`src/rtl/bitop_pkg.sv`:
```
package bitop_pkg;

    localparam int OPND_W   = 32;
    localparam int NARROW_W = 8;
    localparam int BITNO_W  = 8;
    localparam int CCR_W    = 5;

    localparam logic [BITNO_W-1:0] WIDE_WRAP   = BITNO_W'(OPND_W - 1);
    localparam logic [BITNO_W-1:0] NARROW_WRAP = BITNO_W'(NARROW_W - 1);

    typedef enum logic [1:0] {
        BOP_PROBE = 2'b00,
        BOP_FLIP  = 2'b01,
        BOP_CLEAR = 2'b10,
        BOP_SET   = 2'b11
    } bop_e;

    typedef enum logic {
        SZ_NARROW = 1'b0,
        SZ_WIDE   = 1'b1
    } bsz_e;

    typedef struct packed {
        logic x;
        logic n;
        logic z;
        logic v;
        logic c;
    } ccr_t;

    typedef struct packed {
        logic [OPND_W-1:0] data;
        ccr_t              ccr;
        logic              wr_en;
    } bop_res_t;

    function automatic logic [BITNO_W-1:0] wrap_bitno(
        input logic [BITNO_W-1:0] n,
        input bsz_e               sz
    );
        return n & ((sz == SZ_WIDE) ? WIDE_WRAP : NARROW_WRAP);
    endfunction

    function automatic logic needs_store(input bop_e op);
        return op != BOP_PROBE;
    endfunction

endpackage

```
`src/rtl/bitop_select.sv`:
```
module bitop_select
    import bitop_pkg::*;
(
    input  logic               clk,
    input  logic               rst,
    input  logic               chk_en,
    input  logic [BITNO_W-1:0] bitno,
    input  bsz_e               size,
    output logic [OPND_W-1:0]  mask
);

    logic [BITNO_W-1:0] wrapped;

    assign wrapped = wrap_bitno(bitno, size);

    for (genvar i = 0; i < OPND_W; i++) begin : g_dec
        assign mask[i] = (wrapped == BITNO_W'(i));
    end

    always_ff @(posedge clk) begin
        if (!rst && chk_en) begin
            AST_ONE_TARGET: assert ($countones(mask) == 1)
                else $error("mask not one-hot");
            if (size == SZ_NARROW)
                AST_NARROW_HIGH_QUIET: assert (mask[OPND_W-1:NARROW_W] == '0)
                    else $error("byte target selects a high bit");
        end
    end

endmodule

```
`src/rtl/bitop_apply.sv`:
```
module bitop_apply
    import bitop_pkg::*;
(
    input  logic              clk,
    input  logic              rst,
    input  logic              chk_en,
    input  logic [OPND_W-1:0] operand,
    input  logic [OPND_W-1:0] mask,
    input  bop_e              op,
    output logic [OPND_W-1:0] data,
    output logic              old_bit,
    output logic              wr_en
);

    always_comb begin
        unique case (op)
            BOP_FLIP:  data = operand ^ mask;
            BOP_CLEAR: data = operand & ~mask;
            BOP_SET:   data = operand | mask;
            default:   data = operand;
        endcase
    end

    assign old_bit = |(operand & mask);
    assign wr_en   = needs_store(op);

    always_ff @(posedge clk) begin
        if (!rst && chk_en) begin
            AST_SINGLE_BIT_CHANGE: assert ($countones(data ^ operand) <= 1)
                else $error("more than one bit changed");
            if (op == BOP_PROBE)
                AST_PROBE_KEEPS: assert (data == operand)
                    else $error("test-only altered operand");
            if (op == BOP_SET)
                AST_SET_LANDS: assert ((data & mask) == mask)
                    else $error("set left bit low");
        end
    end

endmodule

```
`src/rtl/bitop_flags.sv`:
```
module bitop_flags
    import bitop_pkg::*;
(
    input  logic clk,
    input  logic rst,
    input  logic chk_en,
    input  ccr_t ccr_in,
    input  logic old_bit,
    output ccr_t ccr_out
);

    always_comb begin
        ccr_out   = ccr_in;
        ccr_out.z = ~old_bit;
    end

    always_ff @(posedge clk) begin
        if (!rst && chk_en) begin
            AST_FLAGS_KEPT: assert ({ccr_out.x, ccr_out.n, ccr_out.v, ccr_out.c}
                                 == {ccr_in.x, ccr_in.n, ccr_in.v, ccr_in.c})
                else $error("untouched flag changed");
        end
    end

endmodule

```
`src/rtl/bitop_stage.sv`:
```
module bitop_stage
    import bitop_pkg::*;
(
    input  logic     clk,
    input  logic     rst,
    input  logic     in_valid,
    output logic     in_ready,
    input  bop_res_t in_payload,
    output logic     out_valid,
    input  logic     out_ready,
    output bop_res_t out_payload
);

    logic take;

    assign in_ready = !out_valid || out_ready;
    assign take     = in_valid && in_ready;

    always_ff @(posedge clk) begin
        if (rst) begin
            out_valid <= 1'b0;
        end else if (take) begin
            out_valid <= 1'b1;
        end else if (out_ready) begin
            out_valid <= 1'b0;
        end
    end

    always_ff @(posedge clk) begin
        if (take) begin
            out_payload <= in_payload;
        end
    end

    AST_HOLD_WHILE_STALLED: assert property (@(posedge clk) disable iff (rst)
        (out_valid && !out_ready) |=> (out_valid && $stable(out_payload)))
        else $error("result moved during stall");

    AST_DRAIN_EMPTIES: assert property (@(posedge clk) disable iff (rst)
        (out_valid && out_ready && !in_valid) |=> !out_valid)
        else $error("stage not emptied after hand-off");

    AST_ACCEPT_SHOWS: assert property (@(posedge clk) disable iff (rst)
        (in_valid && in_ready) |=> out_valid)
        else $error("accepted request not presented");

    AST_RESET_EMPTY: assert property (@(posedge clk)
        rst |=> !out_valid)
        else $error("reset did not empty stage");

endmodule

```
`src/rtl/bitop_unit.sv`:
```
module bitop_unit
    import bitop_pkg::*;
(
    input  logic               clk,
    input  logic               rst,
    input  logic               in_valid,
    output logic               in_ready,
    input  logic [OPND_W-1:0]  in_operand,
    input  logic [BITNO_W-1:0] in_bitno,
    input  logic               in_size,
    input  logic [1:0]         in_op,
    input  logic [CCR_W-1:0]   in_ccr,
    output logic               out_valid,
    input  logic               out_ready,
    output logic [OPND_W-1:0]  out_operand,
    output logic [CCR_W-1:0]   out_ccr,
    output logic               out_wr_en
);

    bsz_e              size_q;
    bop_e              op_q;
    ccr_t              ccr_q;
    logic [OPND_W-1:0] mask;
    logic [OPND_W-1:0] mod_data;
    logic              old_bit;
    logic              wr_en;
    ccr_t              ccr_new;
    bop_res_t          res_in;
    bop_res_t          res_out;

    assign size_q = bsz_e'(in_size);
    assign op_q   = bop_e'(in_op);
    assign ccr_q  = ccr_t'(in_ccr);

    bitop_select u_select (
        .clk    (clk),
        .rst    (rst),
        .chk_en (in_valid),
        .bitno  (in_bitno),
        .size   (size_q),
        .mask   (mask)
    );

    bitop_apply u_apply (
        .clk     (clk),
        .rst     (rst),
        .chk_en  (in_valid),
        .operand (in_operand),
        .mask    (mask),
        .op      (op_q),
        .data    (mod_data),
        .old_bit (old_bit),
        .wr_en   (wr_en)
    );

    bitop_flags u_flags (
        .clk     (clk),
        .rst     (rst),
        .chk_en  (in_valid),
        .ccr_in  (ccr_q),
        .old_bit (old_bit),
        .ccr_out (ccr_new)
    );

    always_comb begin
        res_in.data  = mod_data;
        res_in.ccr   = ccr_new;
        res_in.wr_en = wr_en;
    end

    bitop_stage u_stage (
        .clk         (clk),
        .rst         (rst),
        .in_valid    (in_valid),
        .in_ready    (in_ready),
        .in_payload  (res_in),
        .out_valid   (out_valid),
        .out_ready   (out_ready),
        .out_payload (res_out)
    );

    assign out_operand = res_out.data;
    assign out_ccr     = res_out.ccr;
    assign out_wr_en   = res_out.wr_en;

endmodule

```
`config.mk`:
```
export PLATFORM = sky130hd
export DESIGN_NAME = bitop_unit
export DESIGN_NICKNAME = d
export VERILOG_FILES = /design/src/rtl/bitop_pkg.sv /design/src/rtl/bitop_select.sv /design/src/rtl/bitop_apply.sv /design/src/rtl/bitop_flags.sv /design/src/rtl/bitop_stage.sv /design/src/rtl/bitop_unit.sv
export SDC_FILE = /design/constraint.sdc
export NUM_CORES = 1
export LEC_CHECK = 0
export ABC_AREA = 1
export BUFFER_PORTS_ARGS = -buffer_cell sky130_fd_sc_hd__buf_2
export CAP_MARGIN = 20
export CORE_UTILIZATION = 40
export DETAILED_ROUTE_END_ITERATION = 12
export PLACE_DENSITY = 0.7
export SLEW_MARGIN = 20
export SYNTH_ARGS = -nofsm -noshare
export SYNTH_HDL_FRONTEND = slang
export SYNTH_SLANG_ARGS = --single-unit
export TNS_END_PERCENT = 30
```
`constraint.sdc`:
```
create_clock -name clk -period 3.9 [get_ports clk]
set_clock_uncertainty 0.2 [all_clocks]
set_input_delay 0.78 -clock clk [delete_from_list [all_inputs] [get_ports clk]]
set_output_delay 0.78 -clock clk [all_outputs]
set_load 0.1 [all_outputs]
```
Word level (Yosys, flattened, before mapping)
Index checks and enable logic that the tools add are counted.
{ "word_totals": {"reg_bits": 39, "input_bits": 52, "output_inout_bits": 40} }
{ "classes": {"n_eq_ne": 34, "mux": 4, "bitwise": 7, "n_reduce_logical": 7} }
{ "ops": {"columns": ["op", "n"], "rows": [
  ["$eq 8x5->1 const B", 16],
  ["$pmux 32 s3", 1],
  ["$and 32x32->32", 2],
  ["$eq 8x4->1 const B", 8],
  ["$eq 8x3->1 const B", 4],
  ["$not 32->32", 1],
  ["$or 32x32->32", 1],
  ["$reduce_or 32->1", 1],
  ["$xor 32x32->32", 1],
  ["$eq 8x2->1 const B", 2],
  ["$and 8x8->8", 1],
  ["$eq 8x1->1 const B", 1],
  ["$logic_not 8->1", 1],
  ["$mux 5", 1],
  ["$eq 2x2->1 const B", 2],
  ["$reduce_bool 2->1", 2],
  ["$eq 2x1->1 const B", 1],
  ["$mux 1", 2],
  ["$logic_and 1x1->1", 1],
  ["$logic_not 1->1", 1],
  ["$logic_or 1x1->1", 1],
  ["$not 1->1", 1]
]} }

Depth between registers and ports, before layout
{ "logic_depth": {"depth_word": 6, "mapped_depth": 11, "mapped_depth_nobuf": 11} }

Cells and area by module
Synthesis repeated with hierarchy kept, for this count alone.
{ "unflattened": {"cells_unflattened": 462, "hier_area_um2": 3915.0} }
{ "by_module_without_submodules": {"columns": ["module", "instances", "cells_each", "area_per_inst_um2", "seq_area_each_um2"], "rows": [
  ["bitop_apply", 1, 352, 2422.3, 0.0],
  ["bitop_stage", 1, 44, 1188.6, 1161.1],
  ["bitop_select", 1, 61, 270.3, 0.0],
  ["bitop_flags", 1, 5, 33.8, 0.0]
]} }

Worst setup path after synthesis
Ideal clock, no wire load.
{ "synth_timing": {"kind": "register -> register", "from": "register u_stage.out_valid", "to": "register u_stage.out_payload[0] (netlist bit) (enable)", "setup_ps": 446, "arrival_ps": 2696, "setup_slack_ps": 558, "path_stages_with_launch": 2, "n_path_buf": 0, "synth_period_minus_slack_ps": 3342, "path_cell_list": "dfxtp_1 > a21oi_1"} }
{ "synth_via": {"elab_chain_len": 3} }
{ "synth_rtl": {"columns": ["item", "line_no", "text"], "rows": [
  ["from (decl)", "bitop_stage.sv:9", "output logic out_valid,"],
  ["from (signal assigned)", "bitop_stage.sv:21", "out_valid <= 1'b0;"],
  ["from (signal assigned)", "bitop_stage.sv:23", "out_valid <= 1'b1;"],
  ["from (signal assigned)", "bitop_stage.sv:25", "out_valid <= 1'b0;"],
  ["$logic_not 1->1", "bitop_stage.sv:16", "assign in_ready = !out_valid || out_ready;"],
  ["$logic_or 1x1->1", "bitop_stage.sv:16", null],
  ["$logic_and 1x1->1", "bitop_stage.sv:17", "assign take = in_valid && in_ready;"],
  ["net u_stage.take", "bitop_stage.sv:14", "logic take;"],
  ["to (signal assigned)", "bitop_stage.sv:31", "out_payload <= in_payload;"],
  ["to (decl)", "bitop_stage.sv:11", "output bop_res_t out_payload"]
]} }
The timed path passes the listed nets, and every way through them passes these cells.
A chain may end at the register's enable or synchronous reset.

==> impl_metrics.toml <==
[status]
run_status = "finished, final reports clean"

[sta]
max_slew_margin_pct = 31.4
finalSetupViolCount = 0
worst_pin_slew_ps = 1030
grt_setup_unrepaired = "false"
fmax_mhz = 390
slew_viol_final = 0
timing.final.crit_period_ps = 2570
finalSetupTns_ps = 0
finalCritPeriodShare_pct = 65.8
hold_viol_final = 0

[global_route]
antenna_found_initial = 1
grt-ovfl-total = 0
grtUsageTotal_pct = 18.5
grt_pass1_vias = 3085
grt_pass1_wl_um = 14400
grt_start_max_net_pins = 33

[power]
vdd_drop_max_mv = 0.118
p_total_w = 0.00131
cellPowerDensity_nw_per_um2 = 290
p_leak_nw = 2.47

[placement]
gp_congestion = 0.768
io_buffers = 87
dp.cells = 672
hpwl_um = 6710
dpl_cell_area_um2 = 4400

[clock_tree]
htree_levels = 2
post_cts_buffers = 0
ctsResizeCount = 0
clkTransAtPathRegs_ps = 70
cts_sinks = 39
clock_path_buffers = 2
cts_buffers = 5
postCtsHoldBufs = 0
insertion_delay_ps = 280
clock-root-buffer = "clkbuf_8"
cts_tree = "yes"

[layout]
fillCellCount = 891
diodes = 0
syn_to_final_growth_pct = 17.8
fin_cells = 680
fin_util_pct = 48.7
nets = 698
final_area_um2 = 4500
drive_gt1_share_pct = 24.5

[worst_setup_path]
cp_data_arrival_time_ps = 2490
path_class = "in2reg"
endpoint_kind = "register"
cp-start-kind = "input port"
required_ps = 3820
crit_fanout = 17

[floorplanning]
rows = 35
die-width_um = 99.7
core-area_um2 = 9240
ioPinCount = 92
initial_core_util_pct = 41.3
dieHeight_um = 99.7
die_area_um2 = 9940

[min_path]
hold_path.class = "reg2reg"

[detailed_routing]
ant_nets = 0
vias = 3280
drt-initial-drc-count = 149
avgViaCountPerCell = 4.82
totalWireLength_um = 9060
drtPass1Iterations = 4
drcViolationCount = 0
post_drt_wl_per_cell_um = 13.3

[flow_run]
maxCapViolCount = 0

[yosys]
seq_area_frac_synth_pct = 30.4
syn_area_um2 = 3820
synth_nets = 614
synthCells = 466
synth_warnings = 0
synth_cell_types = 14
syn_avg_cell_area_um2 = 8.20
ys_seq_elements = 39
Yosys cell counts (all sizes together):
cell    count  area, µm²
nand2     114        430
ha         96       1200
inv        75        282
edfxtp     38       1140
nor2       34        128
nand4      32        200
or2        32        200
nand3      28        140
buf        10       52.6
clkbuf      4       15.0
a21oi       2       10.0
dfxtp       1       20.0
logic make-up after synthesis:
logic type / after synthesis / synth area share (%)
AOI/OAI and AO/OA: 2 / 0.262
adders and majority gates: 96 / 31.4
and+or+nand+nor: 240 / 28.8
DFF: 39 / 30.4
buffers and inverters: 89 / 9.14
final timing paths:
kind / startpoint / to / slack [ps] / cells past startpoint
worst max-delay path: in_bitno[4] / u_stage.out_payload[3] / 1330 / 11
worst max register to register: u_stage.out_valid / u_stage.out_payload[37] / 2040 / 2
worst min register to register: u_stage.out_valid / u_stage.out_valid / 340 / 2
worst min-delay path: u_stage.out_valid / u_stage.out_valid / 340 / 2
routing by layer:
metal  global-route usage [%]  vias to the layer above  part of all wire [%]
li1                         -                     1644                     -
met1                     22.7                     1551                    44
met2                     32.8                       78                    50
met3                     3.58                        7                   4.9
met4                     5.54                        0                   1.0
met5                        0                        -                     0
where the power goes:
part	internal [W]	total, W	switching [W]
registers	0.000505	0.000513	0.00000815
logic	0.0000970	0.000487	0.000390
clock network	0.000162	0.000307	0.000145
total	0.000763	0.00131	0.000543
worst max-delay path, stage by stage:
cell     delay, ps
buf_2          110
nand2_2        250
inv_1          330
nand3_1        250
inv_1           60
ha_1           180
nor2_1         120
nand2_1         90
nor2_1         100
nand2_1         50
nor2_1         160
flip-flops by register name, summed over array words and instances (netlist names):
register and flops:
u_stage.out_valid 1, u_stage.out_payload 38
cell type report:
type | count | area [µm²] | share of cell area, %
inverters | 75 | 282 | 6.26
multi-input cells | 338 | 2330 | 51.8
repair buffers | 91 | 465 | 10.3
well taps | 129 | 161 | 3.59
flip-flops and latches | 39 | 1160 | 25.8
clock buffers | 8 | 100 | 2.23
through the flow:
stage,setup WS (ps),hold WS (ps)
final,1330,338
after global routing,1190,364
after CTS,1360,345
after detailed placement,1080,334
after global placement,1090,306
after floorplan,558,649
layout by cell type (no fill, tap or decap):
master    instances
nand2_2           1
inv_1            75
nor2_1           31
nand3_1          28
ha_1             96
edfxtp_1         38
buf_4             4
a21oi_1           1
clkbuf_8          7
nand2_1         113
a21oi_4           1
dfxtp_1           1
clkbuf_1          1
or2_2            32
nand4_1          32
buf_2            87
nor2_2            3
(Power assumes the default switching activity.)
